### config.mk
export PLATFORM = sky130hd
export DESIGN_NAME = regbyp_macrocell
export DESIGN_NICKNAME = d
export VERILOG_FILES = /design/src/rtl/regbyp_pkg.sv /design/src/rtl/mc_pterm.sv /design/src/rtl/mc_sum.sv /design/src/rtl/mc_reg.sv /design/src/rtl/regbyp_macrocell.sv
export SDC_FILE = /design/constraint.sdc
export NUM_CORES = 1
export LEC_CHECK = 0
export ABC_AREA = 1
export BUFFER_PORTS_ARGS = -buffer_cell sky130_fd_sc_hd__buf_2
export CORE_MARGIN = 4
export CORE_UTILIZATION = 40
export DETAILED_ROUTE_END_ITERATION = 12
export MAX_ROUTING_LAYER = met4
export PLACE_DENSITY = 0.92
export SLEW_MARGIN = 20
export SYNTH_ARGS = -nofsm -noshare
export SYNTH_HDL_FRONTEND = slang
export SYNTH_SLANG_ARGS = --single-unit
### constraint.sdc
create_clock -name clk -period 3.5 [get_ports clk]
set_input_delay 0.875 -clock clk [delete_from_list [all_inputs] [get_ports clk]]
set_output_delay 0.875 -clock clk [all_outputs]
set_load 0.03 [all_outputs]
### src/rtl/regbyp_pkg.sv
package regbyp_pkg;
  // What the storage element does on a system edge
  typedef enum logic [2:0] {
    ACT_HOLD    = 3'd0,
    ACT_CLEAR   = 3'd1,
    ACT_SET     = 3'd2,
    ACT_BYPASS  = 3'd3,
    ACT_PRELOAD = 3'd4,
    ACT_CAPTURE = 3'd5
  } reg_act_e;

  // Priority: async controls, then preload, then clock-term edge
  function automatic reg_act_e pick_action(input logic clr_t, input logic set_t,
                                           input logic pre_n, input logic edge_seen);
    if (clr_t && set_t)  return ACT_BYPASS;
    if (clr_t)           return ACT_CLEAR;
    if (set_t)           return ACT_SET;
    if (!pre_n)          return ACT_PRELOAD;
    if (edge_seen)       return ACT_CAPTURE;
    return ACT_HOLD;
  endfunction
endpackage

### src/rtl/mc_pterm.sv
module mc_pterm #(
  parameter int W = 8
) (
  input  logic [W-1:0] in_vec,
  input  logic [W-1:0] m_true,
  input  logic [W-1:0] m_comp,
  output logic         term
);
  // A literal fails when a true-selected input is low or a complement-selected input is high
  function automatic logic and_term(input logic [W-1:0] v, input logic [W-1:0] t,
                                    input logic [W-1:0] c);
    logic miss;
    logic clash;
    miss  = |(t & ~v) | |(c & v);
    clash = |(t & c);
    return !(miss || clash);
  endfunction

  assign term = and_term(in_vec, m_true, m_comp);
endmodule

### src/rtl/mc_sum.sv
module mc_sum #(
  parameter int W = 8,
  parameter int T = 4
) (
  input  logic [W-1:0]   in_vec,
  input  logic [T*W-1:0] m_true,
  input  logic [T*W-1:0] m_comp,
  input  logic [T-1:0]   used,
  output logic           sum
);
  logic [T-1:0] raw_terms;

  for (genvar k = 0; k < T; k++) begin : g_term
    mc_pterm #(.W(W)) u_pt (
      .in_vec (in_vec),
      .m_true (m_true[k*W +: W]),
      .m_comp (m_comp[k*W +: W]),
      .term   (raw_terms[k])
    );
  end

  assign sum = |(raw_terms & used);
endmodule

### src/rtl/mc_reg.sv
module mc_reg
  import regbyp_pkg::*;
(
  input  logic clk,
  input  logic rst_n,
  input  logic clr_t,
  input  logic set_t,
  input  logic preload_n,
  input  logic preload_bit,
  input  logic ck_edge,
  input  logic d,
  output logic q_state,
  output logic q_view
);
  reg_act_e act;
  logic     clr_only;
  logic     set_only;

  assign act      = pick_action(clr_t, set_t, preload_n, ck_edge);
  assign clr_only = clr_t & ~set_t;
  assign set_only = set_t & ~clr_t;

  always_ff @(posedge clk or negedge rst_n) begin
    if (!rst_n) begin
      q_state <= 1'b0;
    end else begin
      unique case (act)
        ACT_CLEAR:   q_state <= 1'b0;
        ACT_SET:     q_state <= 1'b1;
        ACT_PRELOAD: q_state <= preload_bit;
        ACT_CAPTURE: q_state <= d;
        default:     q_state <= q_state;
      endcase
    end
  end

  // Async override is visible at once, ahead of the stored bit
  assign q_view = clr_only ? 1'b0 : (set_only ? 1'b1 : q_state);

  p_clear_wins_r4: assert property (@(posedge clk) disable iff (!rst_n)
    clr_only |=> (q_state == 1'b0));
  p_set_wins_r5: assert property (@(posedge clk) disable iff (!rst_n)
    set_only |=> (q_state == 1'b1));
  p_bypass_holds_r6: assert property (@(posedge clk) disable iff (!rst_n)
    (clr_t && set_t) |=> $stable(q_state));
  p_preload_r8: assert property (@(posedge clk) disable iff (!rst_n)
    (!clr_t && !set_t && !preload_n) |=> (q_state == $past(preload_bit)));
  p_capture_r3: assert property (@(posedge clk) disable iff (!rst_n)
    (!clr_t && !set_t && preload_n && ck_edge) |=> (q_state == $past(d)));
  p_idle_holds_r3: assert property (@(posedge clk) disable iff (!rst_n)
    (!clr_t && !set_t && preload_n && !ck_edge) |=> $stable(q_state));
endmodule

### src/rtl/regbyp_macrocell.sv
module regbyp_macrocell #(
  parameter int N_IN    = 8,
  parameter int N_TERMS = 4
) (
  input  logic                    clk,
  input  logic                    rst_n,
  input  logic [N_IN-1:0]         in_vec,
  input  logic [N_IN-1:0]         ck_true,
  input  logic [N_IN-1:0]         ck_comp,
  input  logic [N_IN-1:0]         clr_true,
  input  logic [N_IN-1:0]         clr_comp,
  input  logic                    clr_used,
  input  logic [N_IN-1:0]         set_true,
  input  logic [N_IN-1:0]         set_comp,
  input  logic                    set_used,
  input  logic [N_IN-1:0]         en_true,
  input  logic [N_IN-1:0]         en_comp,
  input  logic [N_TERMS*N_IN-1:0] sum_true,
  input  logic [N_TERMS*N_IN-1:0] sum_comp,
  input  logic [N_TERMS-1:0]      sum_used,
  input  logic                    comb_mode,
  input  logic                    invert_out,
  input  logic                    preload_n,
  input  logic                    preload_bit,
  input  logic                    oe_global_n,
  output logic                    pin_out,
  output logic                    pin_oe
);
  localparam int SUM_W = N_TERMS * N_IN;

  logic ck_term, clr_raw, set_raw, en_term;
  logic clr_t, set_t;
  logic ck_prev, ck_edge;
  logic sum_val;
  logic q_state, q_view;
  logic bypass, cell_val;

  mc_pterm #(.W(N_IN)) u_ck  (.in_vec(in_vec), .m_true(ck_true),  .m_comp(ck_comp),  .term(ck_term));
  mc_pterm #(.W(N_IN)) u_clr (.in_vec(in_vec), .m_true(clr_true), .m_comp(clr_comp), .term(clr_raw));
  mc_pterm #(.W(N_IN)) u_set (.in_vec(in_vec), .m_true(set_true), .m_comp(set_comp), .term(set_raw));
  mc_pterm #(.W(N_IN)) u_en  (.in_vec(in_vec), .m_true(en_true),  .m_comp(en_comp),  .term(en_term));

  mc_sum #(.W(N_IN), .T(N_TERMS)) u_sum (
    .in_vec (in_vec),
    .m_true (sum_true[SUM_W-1:0]),
    .m_comp (sum_comp[SUM_W-1:0]),
    .used   (sum_used),
    .sum    (sum_val)
  );

  // Undefined controls stay inactive
  assign clr_t = clr_used & clr_raw;
  assign set_t = set_used & set_raw;

  // Rising edge of the cell's own clock term, seen on the system clock
  always_ff @(posedge clk or negedge rst_n) begin
    if (!rst_n) ck_prev <= 1'b0;
    else        ck_prev <= ck_term;
  end
  assign ck_edge = ck_term & ~ck_prev;

  mc_reg u_reg (
    .clk         (clk),
    .rst_n       (rst_n),
    .clr_t       (clr_t),
    .set_t       (set_t),
    .preload_n   (preload_n),
    .preload_bit (preload_bit),
    .ck_edge     (ck_edge),
    .d           (sum_val),
    .q_state     (q_state),
    .q_view      (q_view)
  );

  assign bypass   = comb_mode | (clr_t & set_t);
  assign cell_val = (bypass ? sum_val : q_view) ^ invert_out;
  assign pin_oe   = ~oe_global_n & en_term;
  assign pin_out  = pin_oe & cell_val;

  p_global_off_r10: assert property (@(posedge clk) disable iff (!rst_n)
    oe_global_n |-> !pin_oe);
  p_quiet_pin_r10: assert property (@(posedge clk) disable iff (!rst_n)
    !pin_oe |-> !pin_out);
  p_bypass_pin_r6: assert property (@(posedge clk) disable iff (!rst_n)
    (clr_t && set_t && pin_oe) |-> (pin_out == (sum_val ^ invert_out)));
  p_comb_pin_r11: assert property (@(posedge clk) disable iff (!rst_n)
    (comb_mode && pin_oe) |-> (pin_out == (sum_val ^ invert_out)));
  p_unused_ctrl_r7: assert property (@(posedge clk) disable iff (!rst_n)
    (!clr_used && !set_used) |-> (!clr_t && !set_t));
endmodule

* After elaboration in Yosys (flattened, before gate mapping)
Index checks and enable logic that the tools add are counted.
** Storage, ports and cells
- Register bits :: 2
- Latch bits :: 0
- Memory bits (writable) :: 0
- ROM bits :: 0
- Memories kept :: 0
** Operators by class
- $add $sub $neg :: 0
- Multipliers :: 0
- Divide/modulo/power cells :: 0
- Magnitude comparators :: 0
- Eq/ne operators :: 4
- Shift-type cells :: 0
- Mux-type cells :: 29
- Bitwise logic cells :: 48
- Reduce and logical (&&, ||, !) cells :: 43
** Operators by type and width (count)
- AND 8 bit :: 24
- OR reduction 8 bit :: 24
- two-way mux 3 bit :: 10
- two-way mux 1 bit :: 18
- OR 1 bit :: 9
- AND 1 bit :: 8
- zero test 1 bit :: 8
- logical OR 1 bit :: 8
- inverter 8 bit :: 1
- == test 3 bit (second input constant) :: 2
- AND 4 bit :: 1
- inverter 1 bit :: 4
- case mux 1 bit (4 select lines) :: 1
- nonzero test 4 bit :: 1
- OR reduction 4 bit :: 1
- == test 3 x 1 -> 1 bit (second input constant) :: 1
- == test 3 x 2 -> 1 bit (second input constant) :: 1
- logical AND 1 bit :: 1
- XOR 1 bit :: 1

* Logic depth before layout (Yosys ltp)
- Depth after elaboration :: 26
- Mapped depth :: 14

* Cells and area by module
Synthesis repeated with hierarchy kept, for this count alone.
** Unflattened totals
- Cell total of the unflattened synthesis :: 360
- Area, all modules :: 1433.9 µm²
** Modules (own cells, without submodules)
- mc_pterm :: instances 8, cells each 39, area an instance 148.9 µm²
- regbyp_macrocell :: instances 1, cells each 20, area an instance 106.4 µm²
- mc_reg :: instances 1, cells each 19, area an instance 102.6 µm²
- mc_sum :: instances 1, cells each 9, area an instance 33.8 µm²

* Worst setup path after synthesis
No wires, ideal clock.
- Kind :: input to output
- Start point :: input port in_vec[4]
- End point :: output port pin_out
- Arrival time :: 2324 ps
- Data required time :: 2625 ps
- Path slack :: 301 ps
- Cell stages on the path :: 8
- Buffers on the path :: 1
- Cell sequence :: buf_6 > inv_4 > a22o_1 > inv_1 > nand3_2 > nor4_4 > nand2_1 > nor2_1
** On the way
- Elaborated cells on any way between the ends :: 66
- Classes of those cells :: mux (3); bitwise (34); reduce/logical (29)
** RTL lines
- start: declaration :: line regbyp_macrocell.sv:7 : input logic [N_IN-1:0] in_vec,
- inverter 8 bit :: line mc_pterm.sv:14 : miss = |(t & ~v) | |(c & v);
- AND 8 bit :: line mc_pterm.sv:14
- OR reduction 8 bit :: line mc_pterm.sv:14
- OR 1 bit * :: line mc_pterm.sv:14
- logical OR 1 bit * :: line mc_pterm.sv:16 : return !(miss || clash);
- zero test 1 bit * :: line mc_pterm.sv:16
- AND 1 bit * :: line regbyp_macrocell.sv:77 : assign pin_oe = ~oe_global_n & en_term;
- via pin_oe :: line regbyp_macrocell.sv:27 : output logic pin_oe
- AND 1 bit * :: line regbyp_macrocell.sv:78 : assign pin_out = pin_oe & cell_val;
- end: declaration :: line regbyp_macrocell.sv:26 : output logic pin_out,
Mark *: on every way through the listed nets, which the timed path passes. The rest lies on a longest branch.

* Final worst setup path
- Start point :: input port in_vec[1]
- End point :: output port pin_out
** On the way
- Cells in the longest elaborated chain, start to end :: 14
- Elaborated cells on any way between the ends :: 66
- Classes of those cells :: mux (3); bitwise (34); reduce/logical (29)
** Ends and longest elaborated chain
- inverter 8 bit :: line mc_pterm.sv:14
- AND 8 bit :: line mc_pterm.sv:14
- OR reduction 8 bit :: line mc_pterm.sv:14
- OR 1 bit :: line mc_pterm.sv:14
- logical OR 1 bit :: line mc_pterm.sv:16
- zero test 1 bit :: line mc_pterm.sv:16
- AND 1 bit :: line regbyp_macrocell.sv:52 : assign clr_t = clr_used & clr_raw;
- inverter 1 bit :: line mc_reg.sv:21 : assign set_only = set_t & ~clr_t;
- AND 1 bit :: line mc_reg.sv:21
- two-way mux 1 bit (2 in a row) :: line mc_reg.sv:38 : assign q_view = clr_only ? 1'b0 : (set_only ? 1'b1 : q_state);
- two-way mux 1 bit :: line regbyp_macrocell.sv:76 : assign cell_val = (bypass ? sum_val : q_view) ^ invert_out;
- XOR 1 bit :: line regbyp_macrocell.sv:76
- AND 1 bit * :: line regbyp_macrocell.sv:78
Every way passes the cells marked *; elsewhere a longest branch is shown, timed or not.

==> insert_results.sql <==
INSERT INTO impl_metrics (metric_group, metric, value, unit) VALUES
('power', 'total_leakage_power', '0.00150', 'µW'),
('cts', 'cts.sinks', '2', ''),
('cts', 'post-cts-setup-buffer-count', '0', ''),
('cells_and_area', 'antenna_diodes', '0', ''),
('global_route', 'grt_start_max_net_pins', '14', ''),
('run_status', 'run_status', 'completed', ''),
('cells_and_area', 'layout.cells.most_common', 'sky130_fd_sc_hd__nand2_1', ''),
('cells_and_area', 'fin_nets', '636', ''),
('synthesis', 'synth_top_family_by_area', 'simple AND/OR/NAND/NOR gates', ''),
('placement', 'placement.io_buffers', '150', ''),
('cts', 'cts_tree', 'built', ''),
('cts', 'clock_tree.buffer_depth', '2', ''),
('cells_and_area', 'sequential_standard_cell_area', '50.0', 'µm²'),
('floorplanning', 'fp.coreArea', '3690', 'µm²'),
('global_route', 'overall_overflow_remaining_after_global_route', '0', ''),
('routing', 'drt-pass1-iter-count', '5', ''),
('synthesis', 'synth_cell_types', '30', ''),
('sta', 'worstMarginPinSlew', '0.315', 'ns'),
('critical_path', 'worst_ep_arrival_time', '2.34', 'ns'),
('cells_and_area', 'filler_instances', '400', ''),
('cts', 'cts.hold.buffers_added', '0', ''),
('power', 'power-per-cell-area', '154', 'nW/µm²'),
('placement', 'place_hpwl', '5910', 'µm'),
('floorplanning', 'die_height', '70.1', 'µm'),
('sta', 'slew_violations', '0', ''),
('critical_path', 'cp.required', '2.62', 'ns'),
('global_route', 'global_route_wire_length_before_repair', '11400', 'µm'),
('cts', 'post_cts_resize_count', '0', ''),
('global_route', 'grt.total_usage', '28.5', '%'),
('critical_path', 'path_cells', 'buf_2 > inv_1 > nand2_1 > nand2_1 > nor2_1 > nand3_1 > nor2_1 > nand2_1 > nand2_1 > nand2_1 > nand3_1 > nand2_1 > nor2_1 > buf_2', ''),
('floorplanning', 'die_area', '4910', 'µm²'),
('min_path', 'min-delay-path-class', 'input port to asynchronous set/reset pin', ''),
('routing', '1st_iter_drt_viols', '191', ''),
('sta', 'finalCritPeriodShare', '91.9', '%'),
('synthesis', 'post_synth_mux_area_share', '0', '%'),
('sta', 'clock-skew-final', '0.00261', 'ns'),
('routing', 'detail_route.wirelength.met1', '2830', 'µm'),
('critical_path', 'worst_path_maximum_fanout', '13', ''),
('cells_and_area', 'drive_gt1_share', '35.5', '%'),
('sta', 'setup_viol', '0', ''),
('routing', 'route.detailed.vias_per_inst', '5.03', ''),
('cts', 'clkLatencyLatePin', '0.21', 'ns'),
('synthesis', 'post_synthesis_adder_cell_area_fraction', '0', '%'),
('sta', 'setup_repair_after_global_routing_missed_its_margin', 'false', ''),
('floorplanning', 'total_number_of_placement_rows', '22', ''),
('routing', 'met2_length', '3280', 'µm'),
('routing', 'routed-wl-met3', '810', 'µm'),
('sta', 'clock.fmax', '311', 'MHz'),
('cells_and_area', 'final_cell_mix', '209 x sky130_fd_sc_hd__nand2_1, 150 x sky130_fd_sc_hd__buf_2, 41 x sky130_fd_sc_hd__nor2_1, 22 x sky130_fd_sc_hd__inv_1, 11 x sky130_fd_sc_hd__o21ai_0', ''),
('routing', 'drt-wirelength-per-cell', '13.5', 'µm'),
('critical_path', 'timing.critical_path.from_type', 'input port', ''),
('critical_path', 'worst_setup_path_category', 'input port to output port', ''),
('sta', 'finalHoldViolations', '0', ''),
('critical_path', 'crit_path_end_kind', 'output port', ''),
('routing', 'vias', '2683', ''),
('routing', 'highest_layer', 'met4', ''),
('synthesis', 'ys_warn_count', '0', ''),
('critical_path', 'critical_path.most_common_cell', 'sky130_fd_sc_hd__nand2_1', ''),
('power', 'max-vdd-ir-drop', '0.000200', 'V'),
('cts', 'cts-buffers-inserted', '3', ''),
('floorplanning', 'ioPinCount', '151', ''),
('synthesis', 'synth-simple-area-share', '71.9', '%'),
('routing', 'postRouteWirelength', '7180', 'µm'),
('sta', 'finalCriticalPeriod', '3.22', 'ns'),
('synthesis', 'syn_area', '1540', 'µm²'),
('synthesis', 'synthCells', '340', ''),
('synthesis', 'syn_avg_cell_area', '4.53', 'µm²'),
('cts', 'htreeDepth', '1', ''),
('cts', 'cts-root-buf', 'sky130_fd_sc_hd__clkbuf_8', ''),
('global_route', 'first_global_vias', '2640', ''),
('synthesis', 'ys_seq_area_share', '3.25', '%');
-- Yosys cell counts (all sizes together) --
master   instances  area share (%)
a21boi           2            0.98
a21oi            4             1.8
a221oi           2             1.1
a22o             1            0.57
a22oi            2            0.97
and2             1            0.41
buf              8             5.6
dfrtp            2             3.2
inv             28             7.8
nand2          215              53
nand3            7             2.6
nand3b           1            0.49
nand4            7             2.8
nor2            43              11
nor4             1             1.4
o2111ai          1            0.57
o211ai           1            0.49
o21ai           13             4.5
o21bai           1            0.49
-- report_power, final --
part           switching [µW]  internal [µW]  leakage [µW]
registers               0.735           24.6     0.0000261
logic                     132            109       0.00145
clock network            16.2           72.6     0.0000216
-- logic make-up (layout without fill, tap and decap cells) --
group,Yosys count,count (layout)
AND/OR/NAND/NOR,275,275
flip-flops,2,2
AO/OA/AOI/OAI,27,27
buffers and inverters,36,181
-- routing by layer --
metal  up-vias  GRT usage (%)
met4         0           11.5
li1       1345              -
met1      1127           33.2
met5         -              -
met3        26           5.47
met2       185           48.1
-- through the flow --
stage               cells  setup slack (ns)  hold WS, ns  area [µm²]  utilization, %
global placement      530             0.357        0.608        2260            61.4
global route          533            0.0992        0.442        2310            62.5
CTS                   533             0.337        0.445        2310            62.5
floorplan             340             0.301        0.579        1540               -
detailed placement    530             0.341        0.628        2260            61.4
finish                533             0.284        0.445        2310            62.5
-- flip-flops by register name, summed over array words and instances (netlist names) --
signal	count
u_reg.q_state	1
ck_prev	1
-- final cells by class --
class	count	share of cell area, %
Clock buffer	3	1.79
Inverter	28	5.21
Multi-Input combinational cell	302	55.7
Sequential cell	2	2.17
Tap cell	48	2.60
Timing Repair Buffer	150	32.6
-- final timing paths --
path | start | end | slack (ns) | depth (start not counted)
max in group asynchronous | rst_n | ck_prev | 2.96 | 1
max reg2reg | ck_prev | u_reg.q_state | 2.66 | 5
min in group clk | ck_prev | u_reg.q_state | 0.63 | 5
min | rst_n | u_reg.q_state | 0.44 | 1
min reg2reg | ck_prev | u_reg.q_state | 0.63 | 5
max | in_vec[1] | pin_out | 0.28 | 14
-- critical path: cells and delay by family --
kind                   cells  cell delay (ns)
AND/OR/NAND/NOR           11             0.83
buffers and inverters      3             0.63
(Power assumes the default switching activity.)
